--- src/rtl/cla_pkg.sv ---
// Shared helpers for the cell layer allocator.
// Assumes: arguments are positive integers.
package cla_pkg;
    // Integer division rounding upward, used for the reuse window length.
    function automatic int ceil_div(input int a, input int b);
        return (a + b - 1) / b;
    endfunction
endpackage

--- src/rtl/cla_in_avail.sv ---
// Input-side availability: one countdown per (input, layer).
// A counter is loaded with HOLD when its layer is granted to the input and
// counts down once per slot tick. The layer is free at zero, and also at one
// during a tick cycle, because that cycle already opens the next slot.
// Assumes: sel_src < N_IN.
module cla_in_avail #(
    parameter int N_IN  = 4,
    parameter int K     = 4,
    parameter int HOLD  = 2,
    parameter int SRC_W = 2
) (
    input  logic             clk,
    input  logic             rst_n,
    input  logic             slot_tick,
    input  logic [SRC_W-1:0] sel_src,
    input  logic             commit,
    input  logic [K-1:0]     commit_oh,
    output logic [K-1:0]     avail
);
    localparam int CNT_W = $clog2(HOLD + 1);

    logic [CNT_W-1:0] cnt [N_IN][K];

    for (genvar i = 0; i < N_IN; i++) begin : g_in
        for (genvar l = 0; l < K; l++) begin : g_lyr
            // Reload on grant, otherwise count down at each slot boundary.
            always_ff @(posedge clk) begin
                if (!rst_n)
                    cnt[i][l] <= '0;
                else if (commit && (sel_src == SRC_W'(i)) && commit_oh[l])
                    cnt[i][l] <= CNT_W'(HOLD);
                else if (slot_tick && (cnt[i][l] != '0))
                    cnt[i][l] <= cnt[i][l] - 1'b1;
            end
        end
    end

    // Availability of each layer for the selected input in the current slot.
    always_comb begin
        for (int l = 0; l < K; l++)
            avail[l] = (cnt[sel_src][l] == '0) ||
                       (slot_tick && (cnt[sel_src][l] == CNT_W'(1)));
    end
endmodule

--- src/rtl/cla_out_avail.sv ---
// Output-side availability: last booked departure slot per (output, layer).
// A layer is free to an output for departure slot d when it was never booked
// there, or when d is at least HOLD slots after the last booking (modular).
// Assumes: departure slots per output never decrease and stay within half
// the slot counter range of each other.
module cla_out_avail #(
    parameter int N_OUT  = 4,
    parameter int K      = 4,
    parameter int HOLD   = 2,
    parameter int SLOT_W = 8
) (
    input  logic              clk,
    input  logic              rst_n,
    input  logic [N_OUT-1:0]  dst,
    input  logic [SLOT_W-1:0] dep_slot,
    input  logic              commit,
    input  logic [K-1:0]      commit_oh,
    output logic [K-1:0]      avail
);
    logic [SLOT_W-1:0] last [N_OUT][K];
    logic              used [N_OUT][K];
    logic [K-1:0]      ok_row [N_OUT];

    for (genvar j = 0; j < N_OUT; j++) begin : g_out
        for (genvar l = 0; l < K; l++) begin : g_lyr
            logic [SLOT_W-1:0] gap;
            assign gap = dep_slot - last[j][l];
            assign ok_row[j][l] = !used[j][l] || (gap >= SLOT_W'(HOLD));

            // Record the booking for every destination of a granted cell.
            always_ff @(posedge clk) begin
                if (!rst_n) begin
                    used[j][l] <= 1'b0;
                    last[j][l] <= '0;
                end else if (commit && dst[j] && commit_oh[l]) begin
                    used[j][l] <= 1'b1;
                    last[j][l] <= dep_slot;
                end
            end
        end
    end

    // A layer qualifies only if every addressed output accepts it.
    always_comb begin
        avail = '1;
        for (int j = 0; j < N_OUT; j++)
            if (dst[j])
                avail = avail & ok_row[j];
    end
endmodule

--- src/rtl/cla_pick.sv ---
// Lowest-index selection among qualifying layers.
// Assumes: nothing beyond K >= 1.
module cla_pick #(
    parameter int K     = 4,
    parameter int LYR_W = 2
) (
    input  logic [K-1:0]     req,
    output logic             found,
    output logic [LYR_W-1:0] idx,
    output logic [K-1:0]     onehot
);
    // Scan from the top so the lowest set bit is the one that remains.
    always_comb begin
        found = 1'b0;
        idx   = '0;
        for (int l = K - 1; l >= 0; l--) begin
            if (req[l]) begin
                found = 1'b1;
                idx   = LYR_W'(l);
            end
        end
        onehot = found ? (K'(1) << idx) : '0;
    end
endmodule

--- src/rtl/cell_layer_alloc.sv ---
// Centralized layer allocator for an inverse-multiplexed cell switch.
// Takes one arrival per clock and grants the lowest layer free both at the
// source input and at every destination output for the departure slot. It
// stamps accepted cells in sequence. The result is registered and appears
// one cycle after the arrival.
// Assumes: arrivals of one slot are presented in input-index order, and
// slot_tick is high in the first cycle of each slot.
module cell_layer_alloc
    import cla_pkg::*;
#(
    parameter int N_IN       = 4,
    parameter int N_OUT      = 4,
    parameter int K          = 4,
    parameter int SPEEDUP    = 2,
    parameter int FANOUT_MAX = 2,
    parameter int SLOT_W     = 8,
    parameter int TS_W       = 16,
    localparam int SRC_W     = (N_IN > 1) ? $clog2(N_IN) : 1,
    localparam int LYR_W     = (K > 1) ? $clog2(K) : 1
) (
    input  logic              clk,
    input  logic              rst_n,
    input  logic              slot_tick,
    input  logic              arr_valid,
    input  logic [SRC_W-1:0]  arr_src,
    input  logic [N_OUT-1:0]  arr_dst,
    input  logic [SLOT_W-1:0] arr_dep_slot,
    output logic              res_valid,
    output logic              res_err,
    output logic [LYR_W-1:0]  res_layer,
    output logic [TS_W-1:0]   res_stamp
);
    localparam int HOLD = ceil_div(K, SPEEDUP);

    logic [K-1:0]     in_ok;
    logic [K-1:0]     out_ok;
    logic             found;
    logic [LYR_W-1:0] pick_idx;
    logic [K-1:0]     pick_oh;
    logic             mask_ok;
    logic             commit;
    logic [TS_W-1:0]  next_stamp;

    cla_in_avail #(.N_IN(N_IN), .K(K), .HOLD(HOLD), .SRC_W(SRC_W)) u_in (
        .clk       (clk),
        .rst_n     (rst_n),
        .slot_tick (slot_tick),
        .sel_src   (arr_src),
        .commit    (commit),
        .commit_oh (pick_oh),
        .avail     (in_ok)
    );

    cla_out_avail #(.N_OUT(N_OUT), .K(K), .HOLD(HOLD), .SLOT_W(SLOT_W)) u_out (
        .clk       (clk),
        .rst_n     (rst_n),
        .dst       (arr_dst),
        .dep_slot  (arr_dep_slot),
        .commit    (commit),
        .commit_oh (pick_oh),
        .avail     (out_ok)
    );

    cla_pick #(.K(K), .LYR_W(LYR_W)) u_pick (
        .req    (in_ok & out_ok),
        .found  (found),
        .idx    (pick_idx),
        .onehot (pick_oh)
    );

    // Mask must address at least one output and no more than the fanout limit.
    always_comb begin
        mask_ok = (arr_dst != '0) && ($countones(arr_dst) <= FANOUT_MAX);
        commit  = arr_valid && mask_ok && found;
    end

    // Register the result and advance the stamp on acceptance only.
    always_ff @(posedge clk) begin
        if (!rst_n) begin
            res_valid  <= 1'b0;
            res_err    <= 1'b0;
            res_layer  <= '0;
            res_stamp  <= '0;
            next_stamp <= '0;
        end else begin
            res_valid <= arr_valid;
            res_err   <= arr_valid && !commit;
            res_layer <= commit ? pick_idx : '0;
            if (commit) begin
                res_stamp  <= next_stamp;
                next_stamp <= next_stamp + 1'b1;
            end
        end
    end
endmodule

--- config.mk ---
export PLATFORM = sky130hd
export DESIGN_NAME = cell_layer_alloc
export DESIGN_NICKNAME = d
export VERILOG_FILES = /design/src/rtl/cla_pkg.sv /design/src/rtl/cla_in_avail.sv /design/src/rtl/cla_out_avail.sv /design/src/rtl/cla_pick.sv /design/src/rtl/cell_layer_alloc.sv
export SDC_FILE = /design/constraint.sdc
export NUM_CORES = 1
export LEC_CHECK = 0
export ABC_AREA = 1
export BUFFER_PORTS_ARGS = -buffer_cell sky130_fd_sc_hd__buf_2
export CAP_MARGIN = 10
export CORE_MARGIN = 2
export CORE_UTILIZATION = 40
export CTS_CLUSTER_DIAMETER = 50
export DETAILED_ROUTE_END_ITERATION = 7
export SYNTH_ARGS = -nofsm -noshare
export SYNTH_HDL_FRONTEND = slang
export SYNTH_SLANG_ARGS = --single-unit
--- constraint.sdc ---
create_clock -name clk -period 5.8 [get_ports clk]
set_clock_uncertainty 0.1 [all_clocks]
set_input_delay 0.29 -clock clk [delete_from_list [all_inputs] [get_ports clk]]
set_output_delay 0.29 -clock clk [all_outputs]
set_load 0.01 [all_outputs]
== Word-level counts from Yosys, hierarchy flattened ==
Memory sizes are Yosys's and may differ from the RTL's.
Cells that the tools add are included.
Cells by class
  bitwise operators: 68
  equality and inequality tests: 7
  order comparisons: 17
  shift-type cells: 1
  div/mod/pow operators: 0
  mux-type cells: 238
  add/sub/neg operators: 36
  reductions and logical operators: 124
  $mul: 0
Operators with widths (number)
  1-bit 2-to-1 mux: 181
  8-bit by 2-bit >= comparator with 1-bit output, second input constant: 16
  8-bit 2-to-1 mux: 16
  8-bit subtractor: 16
  2-bit 2-to-1 mux: 36
  1-bit logical AND: 64
  1-bit OR: 64
  2-bit nonzero test: 16
  2-bit by 1-bit subtractor with 2-bit output, second input constant: 16
  1-bit logical OR: 20
  4-bit 2-to-1 mux: 5
  1-bit zero test: 17
  16-bit by 1-bit adder with 16-bit output, second input constant: 1
  4-bit bitwise AND: 4
  2-bit by 1-bit == test with 1-bit output, second input constant: 5
  2-bit zero test: 5
  1-bit by 1-bit adder with 2-bit output: 2
  2-bit == test, second input constant: 2
  4-bit nonzero test: 1
  1-bit by 2-bit left shift with 4-bit output, first input constant: 1
  2-bit by 2-bit adder with 3-bit output: 1
  3-bit by 2-bit <= comparator with 1-bit output, second input constant: 1
  2-bit AND reduction: 1
Word-level totals
  register bits: 36
  input bits: 18
  memories: 3
  bits in read-only memories: 0
  RAM bits: 176
  output and inout bits: 20
  bits in latches: 0
  logic and storage cells: 499
Memories
  u_out.last: depth 4, bits a word 32, rd ports 4, clocked after memory_dff 0, wr ports 4, RTL line cla_out_avail.sv:20  | logic [SLOT_W-1:0] last [N_OUT][K];
  u_in.cnt: depth 4, bits a word 8, rd ports 5, clocked after memory_dff 0, wr ports 4, RTL line cla_in_avail.sv:22  | logic [CNT_W-1:0] cnt [N_IN][K];
  u_out.used: depth 4, bits a word 4, rd ports 4, clocked after memory_dff 0, wr ports 4, RTL line cla_out_avail.sv:21  | logic used [N_OUT][K];

== Depth between registers and ports, before layout ==
An unclocked memory read counts as a cell.
  depth in word-level cells: 24
  gate-level depth with buffers: 25

== Hierarchy ==
Synthesis repeated with hierarchy kept, for this count alone.
Unflattened totals
  cell total of the unflattened synthesis: 2088
  area, all modules: 15483.6 µm²
Modules (own cells, without submodules)
  cla_out_avail: times used 1, seq. area each 4314.1 µm², cells an instance 1528, area each 11469.8 µm²
  cla_in_avail: times used 1, seq. area each 960.9 µm², cells an instance 307, area each 2267.2 µm²
  cell_layer_alloc: times used 1, seq. area each 720.7 µm², cells an instance 240, area each 1694.1 µm²
  cla_pick: times used 1, seq. area each 0.0 µm², cells an instance 13, area each 52.6 µm²

== Least setup slack after synthesis ==
OpenSTA, ideal clock, no wires.
  path kind: input to register
  start point: input arr_dep_slot[0]
  end point: memory u_out.last[3][0] (netlist bit) (enable)
  cell stages on the path: 18
  path slack: 1.829 ns
  data arrival time: 3.537 ns
  setup time: 0.334 ns
  required time: 5.366 ns
  path buffers: 2
  cells stage by stage: clkinv_1 clkbuf_1 ha_1 inv_1 fa_1 or2_2 a21oi_1 nand3_1 nor2_1 nand3_1 nand2_1 nor2_1 nand3_1 nand3_1 nor2_2 buf_4 nand2_1 nand2_1
RTL lines
  from (decl): RTL line cell_layer_alloc.sv:27  | input logic [SLOT_W-1:0] arr_dep_slot,
  to (decl): RTL line cla_out_avail.sv:20

==> out/qor.txt <==
Sink Count = 212
Dominant synthesized flop cell = edfxtp_1
Syn avg cell area = 7.898 sq um
Post-CTS Setup Inserts = 0
Starting DRT DRC Count = 804
Post-Syn Nets = 2,104
Vias in the first global route = 11,880
Fillers = 3,713
Critical Path Sink Type = flip-flop
Layout Area Growth over Synthesis = 11.22%
Critical Path Start Type = primary input
GR Util met2 = 33.67%
HPWL Detailed = 25,490 microns
Met1 GRT Util = 24.66%
Drt via density = 4.927
Layout cells sized above 1 = 6.647%
Synth Register Bits = 212
PostCTS Resize Cnt = 0
CTS buffer count = 28
First-pass GRT wire length = 60,310 microns
Cells after DPL = 2,459
First-pass iteration count of the detailed router = 5
GPL Wtd Cong = 0.8559
Least-Margin Pin Slew = 1.106 ns
Core Region = 37,670 sq um
Synthesized cell area = 15,270 sq um
EDFF count, synth = 175
Critical path fanouts, max = 23
Worst VDD drop = 0.2172 mV
Async set or reset register ratio after synthesis = 0%
Setup CP Type = primary input to flip-flop
Netlist cell types = 45
Final setup vio count = 0
Final Instance Area = 16,990 sq um
Die Y-Extent = 199.4 microns
Fmax achieved = 239.5 MHz
Synth top area cells = edfxtp_1 34%, ha_1 11%, nand2_1 11%
Synthesis Warnings = 0
Cells after Synth = 1,934
Skew-Pair Late Insertion Delay = 0.55 ns
Initial antenna violation count = 0
PD cells = 262.1 nW/um^2
RSZ-0062 raised after global routing = no
CTS H-Tree Depth = 1
CTS Buffer Depth = 3
Multi-input gate area = 7806 sq um
Dpl cell area = 16,010 sq um
Worst EP arrival = 4.33 ns
Largest net degree at the start of global routing = 46
GRT Max-Usage Layer = met2
Fin. Hold Viols = 0
Placement Rows = 71
P_leak = 8.183 nW
Post-synth top cells = 448 x nand2_1, 341 x inv_1, 260 x nor2_1
Max Cap Viol = 0
DRC violations left = 0
Fin cells = 2,512
WL final = 37,300 microns
Post-route setup TNS = 0 ns
Die width = 199.4 microns
Final number of max-transition violations = 0
Clock-pin transition on the worst setup and hold timing paths = 0.06 ns
CTS tree = yes
GRT Util Overall = 19.31%
Wire per inst = 14.85 microns
Relative slew slack = 26.18%
Initial core utilization = 40.55%
Vias = 12,380
NumNets Final = 2,149
Die area = 39,770 sq um
Most frequent cell after synthesis = nand2_1
Reg area = 5996 sq um
Worst hold path class = primary input to flip-flop
IO buf count = 37
Final ANT Viol Nets = 0
Minimum clock period = 4.175 ns
# diodes = 0
CP required = 5.95 ns
Root Buffer = clkbuf_16
Post-Place Setup Slack = 1.057 ns
Grt met3 use = 2.464%
Post-synth top area cell = edfxtp_1
Period utilization = 71.99%
Status = complete, no violations
Number of I/O pins = 38
Top cell type's share of synthesized area = 34.40%
Overflow after GRT = 0
Register area share after synthesis = 39.25%
Final WS setup = 1.625 ns
[sequential cells by signal, indices dropped and copies added (netlist names)]
| signal | cells |
|---|---|
| u_out.last | 128 |
| u_in.cnt | 32 |
| next_stamp | 16 |
| res_stamp | 16 |
| u_out.used | 16 |
| res_layer | 2 |
| res_err | 1 |
| res_valid | 1 |
[path summary, 6_finish.rpt]
check                    startpoint              to  slack [ns]  depth (start not counted)
setup / recovery    arr_dep_slot[0]  u_in.cnt[0][5]        1.62                         24
hold / removal                rst_n   res_stamp[14]        0.11                          3
setup reg to reg  u_out.last[0][24]  u_in.cnt[0][5]        1.86                         21
hold reg to reg       next_stamp[5]   next_stamp[5]        0.36                          2
[kinds of logic (layout without fill, tap and decap cells)]
| group | count (synthesis) | count (layout) | share of synthesized area, % |
|---|---|---|---|
| and+or+nand+nor | 983 | 983 | 29.01 |
| buffers and inverters | 379 | 446 | 9.641 |
| DFF | 212 | 212 | 39.25 |
| AOI/OAI and AO/OA | 150 | 150 | 5.488 |
| xor gates and xnor gates | 58 | 58 | 3.326 |
| adders and majority gates | 152 | 152 | 13.29 |
[per-stage QoR]
stage	hold slack [ns]	utilization [%]	total power, mW
4_1_cts	0.1000	45.10	4.480
3_3_place_gp	0.3484	42.50	2.707
2_1_floorplan	0.3021	-	2.482
5_1_grt	0.1279	45.10	4.684
3_5_place_dp	0.3558	42.50	2.723
6_report	0.1127	45.10	4.453
[area by class of cell]
cell class / instances / share of cell area [%]
multi-input combinational: 1343 / 45.95
sequential: 212 / 35.29
inverter: 345 / 7.623
clock buffer: 37 / 5.067
tap: 511 / 3.763
timing repair buffer: 49 / 1.650
clock inverter: 15 / 0.6555
[where the power goes]
part / internal, mW / switching, mW / total (mW)
sequential: 1.74 / 0.0352 / 1.78
clock: 1.06 / 0.701 / 1.76
combinational: 0.302 / 0.615 / 0.917
[metal layers]
metal	part of all wire, %	up-vias	wire (microns)
met5	0	-	0
met4	3.3	0	1224
met3	5.2	79	1946
met2	48	279	17750
met1	44	5668	16390
li1	-	6350	-
[cells in the final DEF (no fill, tap or decap), types with 33 or more instances in the layout]
cell | synthesis | final
nand3_1 | 165 | 165
a21oi_1 | 90 | 90
buf_2 | 4 | 36
nand2_1 | 448 | 448
xor2_1 | 42 | 42
clkbuf_16 | 0 | 33
ha_1 | 135 | 135
dfxtp_1 | 37 | 37
inv_1 | 341 | 341
nand4_1 | 40 | 40
edfxtp_1 | 175 | 175
nor2_1 | 260 | 260
[critical path, cell delays in order]
cell and delay, ns:
buf_2 0.09, clkinv_1 0.43, buf_4 0.40, ha_1 0.21, inv_1 0.10, fa_1 0.42, nor2_1 0.11, nand2_1 0.06
a21oi_1 0.11, nand3_1 0.09, nor2_1 0.11, nand3_1 0.12, nand2_1 0.10, nor2_1 0.04, nand3_1 0.17, nand2_1 0.10
inv_1 0.06, nand2_1 0.07, nand2_2 0.41, buf_4 0.38, nor2_4 0.10, nand2_1 0.12, nand2_1 0.08, nand3_1 0.11
[timing repair]
item                                    4_1_cts  5_1_grt
endpoints found under the setup margin        0        0
endpoints found under the hold margin         2        0
hold buffers                                  1        0
(Power assumes the default switching activity.)
